[src/rtl/nia_pkg.sv]
package nia_pkg;
  localparam int SRC_N    = 7;
  localparam int LVL_BITS = 2;
endpackage

[src/rtl/nia_level_map.sv]
module nia_level_map #(
  parameter int NS = 7,
  parameter int LW = 2
) (
  input  logic [NS-1:0]    hi_bits,
  input  logic [NS-1:0]    lo_bits,
  output logic [NS*LW-1:0] lvl_flat
);
  function automatic logic [LW-1:0] join_level(input logic h, input logic l);
    logic [LW-1:0] v;
    v = '0;
    v[LW-1] = h;
    v[0] = l;
    return v;
  endfunction

  for (genvar i = 0; i < NS; i++) begin : g_src
    assign lvl_flat[i*LW +: LW] = join_level(hi_bits[i], lo_bits[i]);
  end
endmodule

[src/rtl/nia_pick.sv]
module nia_pick #(
  parameter int NS = 7,
  parameter int LW = 2,
  parameter int IW = 3
) (
  input  logic [NS-1:0]    elig,
  input  logic [NS*LW-1:0] lvl_flat,
  output logic             any,
  output logic [IW-1:0]    idx,
  output logic [LW-1:0]    lvl
);
  function automatic logic [LW-1:0] level_at(input logic [NS*LW-1:0] f, input int i);
    return f[i*LW +: LW];
  endfunction

  always_comb begin
    any = 1'b0;
    idx = '0;
    lvl = '0;
    for (int i = 0; i < NS; i++) begin
      if (elig[i] && (!any || level_at(lvl_flat, i) > lvl)) begin
        any = 1'b1;
        idx = IW'(i);
        lvl = level_at(lvl_flat, i);
      end
    end
  end
endmodule

[src/rtl/nia_service.sv]
module nia_service #(
  parameter int LW = 2,
  localparam int NL = 1 << LW
) (
  input  logic          clk,
  input  logic          rst_n,
  input  logic          push,
  input  logic [LW-1:0] push_lvl,
  input  logic          pop,
  output logic [NL-1:0] mask,
  output logic [LW-1:0] top,
  output logic          busy
);
  function automatic logic [LW-1:0] top_index(input logic [NL-1:0] m);
    logic [LW-1:0] t;
    t = '0;
    for (int k = 0; k < NL; k++) if (m[k]) t = LW'(k);
    return t;
  endfunction

  function automatic logic [NL-1:0] drop_top(input logic [NL-1:0] m);
    logic [NL-1:0] r;
    r = m;
    if (|m) r[top_index(m)] = 1'b0;
    return r;
  endfunction

  logic [NL-1:0] mask_nxt;

  always_comb begin
    mask_nxt = mask;
    if (pop) mask_nxt = drop_top(mask);
    if (push) mask_nxt[push_lvl] = 1'b1;
  end

  always_ff @(posedge clk or negedge rst_n) begin
    if (!rst_n) mask <= '0;
    else        mask <= mask_nxt;
  end

  assign top  = top_index(mask);
  assign busy = |mask;
endmodule

[src/rtl/nest_irq_arbiter.sv]
module nest_irq_arbiter #(
  parameter int NUM_SRC = nia_pkg::SRC_N,
  parameter int LVL_W   = nia_pkg::LVL_BITS,
  localparam int NUM_LVL = 1 << LVL_W,
  localparam int IDX_W   = $clog2(NUM_SRC)
) (
  input  logic               clk,
  input  logic               rst_n,
  input  logic [NUM_SRC-1:0] irq_req,
  input  logic [NUM_SRC-1:0] irq_en,
  input  logic               glb_en,
  input  logic [NUM_SRC-1:0] prio_hi,
  input  logic [NUM_SRC-1:0] prio_lo,
  input  logic               sample_stb,
  input  logic               ret_i,
  output logic               disp_valid,
  output logic [IDX_W-1:0]   disp_idx,
  output logic [LVL_W-1:0]   disp_level,
  output logic [NUM_LVL-1:0] in_service
);
  logic [NUM_SRC*LVL_W-1:0] lvl_flat;
  logic [NUM_SRC-1:0]       elig_vec;
  logic [LVL_W-1:0]         svc_top;
  logic                     svc_busy;
  logic                     pick_any;
  logic [IDX_W-1:0]         pick_idx;
  logic [LVL_W-1:0]         pick_lvl;
  logic                     dispatch_fire;

  nia_level_map #(.NS(NUM_SRC), .LW(LVL_W)) u_map (
    .hi_bits(prio_hi), .lo_bits(prio_lo), .lvl_flat(lvl_flat)
  );

  for (genvar i = 0; i < NUM_SRC; i++) begin : g_elig
    assign elig_vec[i] = irq_req[i] & irq_en[i] & glb_en &
                         (!svc_busy || (lvl_flat[i*LVL_W +: LVL_W] > svc_top));
  end

  nia_pick #(.NS(NUM_SRC), .LW(LVL_W), .IW(IDX_W)) u_pick (
    .elig(elig_vec), .lvl_flat(lvl_flat),
    .any(pick_any), .idx(pick_idx), .lvl(pick_lvl)
  );

  assign dispatch_fire = sample_stb & pick_any;

  nia_service #(.LW(LVL_W)) u_svc (
    .clk(clk), .rst_n(rst_n),
    .push(dispatch_fire), .push_lvl(pick_lvl), .pop(ret_i),
    .mask(in_service), .top(svc_top), .busy(svc_busy)
  );

  always_ff @(posedge clk or negedge rst_n) begin
    if (!rst_n) begin
      disp_valid <= 1'b0;
      disp_idx   <= '0;
      disp_level <= '0;
    end else begin
      disp_valid <= dispatch_fire;
      if (dispatch_fire) begin
        disp_idx   <= pick_idx;
        disp_level <= pick_lvl;
      end
    end
  end
endmodule

[config.mk]
export PLATFORM = sky130hd
export DESIGN_NAME = nest_irq_arbiter
export DESIGN_NICKNAME = d
export VERILOG_FILES = /design/src/rtl/nia_pkg.sv /design/src/rtl/nia_level_map.sv /design/src/rtl/nia_pick.sv /design/src/rtl/nia_service.sv /design/src/rtl/nest_irq_arbiter.sv
export SDC_FILE = /design/constraint.sdc
export NUM_CORES = 1
export LEC_CHECK = 0
export ABC_AREA = 1
export CAP_MARGIN = 20
export CORE_MARGIN = 1
export CORE_UTILIZATION = 45
export DETAILED_ROUTE_END_ITERATION = 12
export PLACE_DENSITY_LB_ADDON = 0.12
export SETUP_SLACK_MARGIN = 0.2
export SKIP_LAST_GASP = 1
export SYNTH_ARGS = -nofsm -noshare
export SYNTH_HDL_FRONTEND = slang
export SYNTH_HIERARCHICAL = 1
export SYNTH_SLANG_ARGS = --single-unit
[constraint.sdc]
create_clock -name clk -period 7.95 [get_ports clk]
set_input_delay 2.385 -clock clk [delete_from_list [all_inputs] [get_ports clk]]
set_output_delay 2.385 -clock clk [all_outputs]
set_load 0.005 [all_outputs]
==> metrics.txt <==
top cell type's share of synthesized area=0.215; Port Buffer Count=42; share of final-layout standard cells stronger than drive strength 1=0.444; hold-fix buffers at CTS=0; Area Overhead vs Synth=78.5%; area of the placeable core=0.00334 mm²; Die Width=61.1 µm; die area=0.00374 mm²; WP data required=roughly 8 ns; critical-path cell with the highest stage delay=sky130_fd_sc_hd__ha_4; detailed-route wire length per cell=14.4 µm; CTS root buffer=sky130_fd_sc_hd__clkbuf_4; number of global-route vias before repair=around 1.8k; arrival time of the worst setup path=just under 9 ns; setup TNS=-6.05 ns; effective utilization at floorplan=0.471; Tot Pwr=0.000723 W; slew at the pin with the worst max-slew slack=between 0.4 and 0.5 ns; count of state elements after synthesis=10; final non-filler cell total=397; Top Family by Delay on Critical Path=simple AND/OR/NAND/NOR gates; final count of hold timing violations=0; top cells by area in the synthesized netlist=sky130_fd_sc_hd__nand2_1, sky130_fd_sc_hd__ha_1, sky130_fd_sc_hd__dfrtp_1; maximum number of buffers from clock root to sink=2; largest fanout on the critical path=5; type of origin of the critical path=input port; Final Setup Violations=9; yosys warns=6; final standard cell area without fillers=~0.0028 mm²; pre-CTS setup slack=-1.24 ns; total DRC errors in the routed layout=0; deepest level of the CTS H-tree=1; share of synthesized area occupied by flip-flops and latches=0.159; number of antenna violations at the first check in global routing=0; total congestion overflow=0; Peak VDD IR=108 µV; status=finished with violations; ports placed on the boundary=43; clock skew after layout=approximately 0.0023 ns; clock latency at the later pin of the worst-skew pair=0.25 ns; CP Buf/Inv Count=10; final wirelength=5.73 mm; TritonCTS sink count=10; placer's final routability congestion estimate=0.819; final antenna diode count=0; number of DRC markers after the initial detailed-route iteration=86; fill cell instance count of the final layout=200; number of antenna-violating nets in the routed design=0; total power divided by cell area=257 mW/mm²; y dimension of the die=61.1 µm; combined global-route utilization of all metal layers=0.270; maximum number of pins on one net before global-route repair=11; Peak Freq=around 120 MHz; Initial DRT Pass Iterations=4; Max-slew headroom=0.705; slack of the worst reg-to-reg path=0.55 ns; RSZ-0062 raised after global routing=true; mean area per synthesized cell=6.14 µm²; leading cell types by count after synthesis=sky130_fd_sc_hd__nand2_1, sky130_fd_sc_hd__inv_1, sky130_fd_sc_hd__ha_1; class of the worst hold path=reg2reg; Async SR Flop Fraction=1.00; LEAKAGE=1.49 nW; top-count cell post-synth=sky130_fd_sc_hd__nand2_1; estimated wirelength of the detail-placed design=3.17 mm; Via Count=about 2.0k; delay of the slowest critical-path stage=0.27 ns; final critical-path share of the clock period=1.09; number of rows created at floorplan=21; total cell area at the placement stage=0.00226 mm²; Post-Synthesis Net Count=315; crit-path most repeated cell=sky130_fd_sc_hd__nand2_2; number of enable-type register cells in the synthesized netlist=0; failing checks=setup timing; clock tree from TritonCTS=done; final worst setup slack=-0.734 ns; predominant post-synthesis flop cell=sky130_fd_sc_hd__dfrtp_1; Synth Instances=256; number of buffers added by the clock tree synthesis step=3; cell area after synthesis=between 0.0015 and 0.002 mm²; clock slew at the register clock pins of the worst setup and hold paths=0.07 ns; endpoint type of the worst setup path=register; global-route wire length before repair=7.55 mm; Final #Nets=412; clock period minus final worst setup slack=slightly below 9 ns; count of pins over their slew limit=0; number of distinct library cells after synthesis=22; max-cap viol count=0; cell taking the most area after synthesis=sky130_fd_sc_hd__nand2_1; Cells after DPL=366; via density per instance=a little under 5; startpoint-to-endpoint class of the critical path=in2reg
## placed cells by master (no fill, tap or decap)
cell                              netlist  routed
sky130_fd_sc_hd__buf_2                  0       1
sky130_fd_sc_hd__nand3_2                1       8
sky130_fd_sc_hd__and2_4                 0       3
sky130_fd_sc_hd__o21ai_0               11       4
sky130_fd_sc_hd__clkdlybuf4s50_1        0      37
sky130_fd_sc_hd__or3_2                  1       1
sky130_fd_sc_hd__o21ai_1                1       6
sky130_fd_sc_hd__or2_4                  3       3
sky130_fd_sc_hd__buf_6                  0       1
sky130_fd_sc_hd__nand3_4                0       2
sky130_fd_sc_hd__ha_4                   0      11
sky130_fd_sc_hd__inv_4                  0       2
sky130_fd_sc_hd__o22ai_2                0       1
sky130_fd_sc_hd__a21oi_1                8       6
sky130_fd_sc_hd__nand3_1               20      11
sky130_fd_sc_hd__nand2_1               90      63
sky130_fd_sc_hd__o21ai_2                0       2
sky130_fd_sc_hd__a31oi_4                0       1
sky130_fd_sc_hd__or2_1                  1       1
sky130_fd_sc_hd__buf_8                  0       1
sky130_fd_sc_hd__inv_1                 49      34
sky130_fd_sc_hd__dlygate4sd2_1          0       3
sky130_fd_sc_hd__a21oi_2                0       2
sky130_fd_sc_hd__nor2_2                 1       4
sky130_fd_sc_hd__dfrtp_1               10      10
sky130_fd_sc_hd__nor2_1                 8       4
sky130_fd_sc_hd__nor3_2                 1       1
sky130_fd_sc_hd__inv_2                  2      15
sky130_fd_sc_hd__and2_1                 4       1
sky130_fd_sc_hd__nand2_4                2       8
sky130_fd_sc_hd__nor2_4                 0       1
sky130_fd_sc_hd__ha_1                  26      15
sky130_fd_sc_hd__clkbuf_4               0       3
sky130_fd_sc_hd__nand2_2                1      22
sky130_fd_sc_hd__buf_4                 14      63
## sequential cells by signal, summed over array words and instances, names as in the netlist
signal      cells
disp_idx        3
disp_valid      1
disp_level      2
u_svc/mask      4
## worst min-delay path, cell delays in order (launching register included)
cell	delay [ns]
sky130_fd_sc_hd__dfrtp_1	0.34
sky130_fd_sc_hd__nand2_1	0.05
sky130_fd_sc_hd__nand2_1	0.05
## final timing paths
check / cells after the start / from / endpoint
worst max-delay path: 60 / prio_hi[0] / u_svc/mask[2]
worst min-delay path: 2 / disp_idx[0] / disp_idx[0]
worst max register to register: 61 / u_svc/mask[1] / u_svc/mask[2]
worst min register to register: 2 / disp_idx[0] / disp_idx[0]
max in group asynchronous: 1 / rst_n / disp_idx[1]
min in group asynchronous: 1 / rst_n / u_svc/mask[0]
## per-stage QoR
step	hold slack (ns)	util
detailed placement	0.464	0.678
finish	0.478	0.841
global placement	0.463	0.678
global route	0.498	0.841
floorplan	0.472	-
CTS	0.481	0.780
## report_power, final
group | leakage (nW) | switching, W | internal [W]
logic | 1.35 | 0.000315 | 0.000285
registers | 0.132 | 0.0000168 | 0.0000716
clock network | 0.0138 | 0.0000164 | 0.0000174
## final cells by class
cell class | count | area [µm²] | share of cell area
tap | 46 | 57.6 | 0.0205
sequential | 10 | 250 | 0.0891
timing repair buffer | 106 | 901 | 0.321
inverter | 51 | 196 | 0.0700
multi-input combinational | 181 | 1380 | 0.492
clock buffer | 3 | 22.5 | 0.00802
## per-layer routing
| metal | wire (µm) | vias to the layer above | track usage |
|---|---|---|---|
| li1 | - | 975 | - |
| met2 | 3020 | 66 | 0.531 |
| met5 | 0 | - | 0 |
| met4 | 246 | 0 | 0.0649 |
| met1 | 2270 | 901 | 0.305 |
| met3 | 192 | 24 | 0.0294 |
## timing repair
item | in CTS | in global routing
pin swaps | 49 | 45
setup endpoints to repair | 9 | 9
buffers inserted | 22 | 6
resized for setup | 50 | 40
## logic make-up (layout without fill, tap and decap cells)
family,after synthesis,count (layout),share of synthesized area
compound gates,22,22,0.0716
fa+ha+maj,26,26,0.207
buf+inv,65,160,0.189
flops,10,10,0.159
simple gates,133,133,0.374
Note: power is estimated with default switching activity, not from simulation.
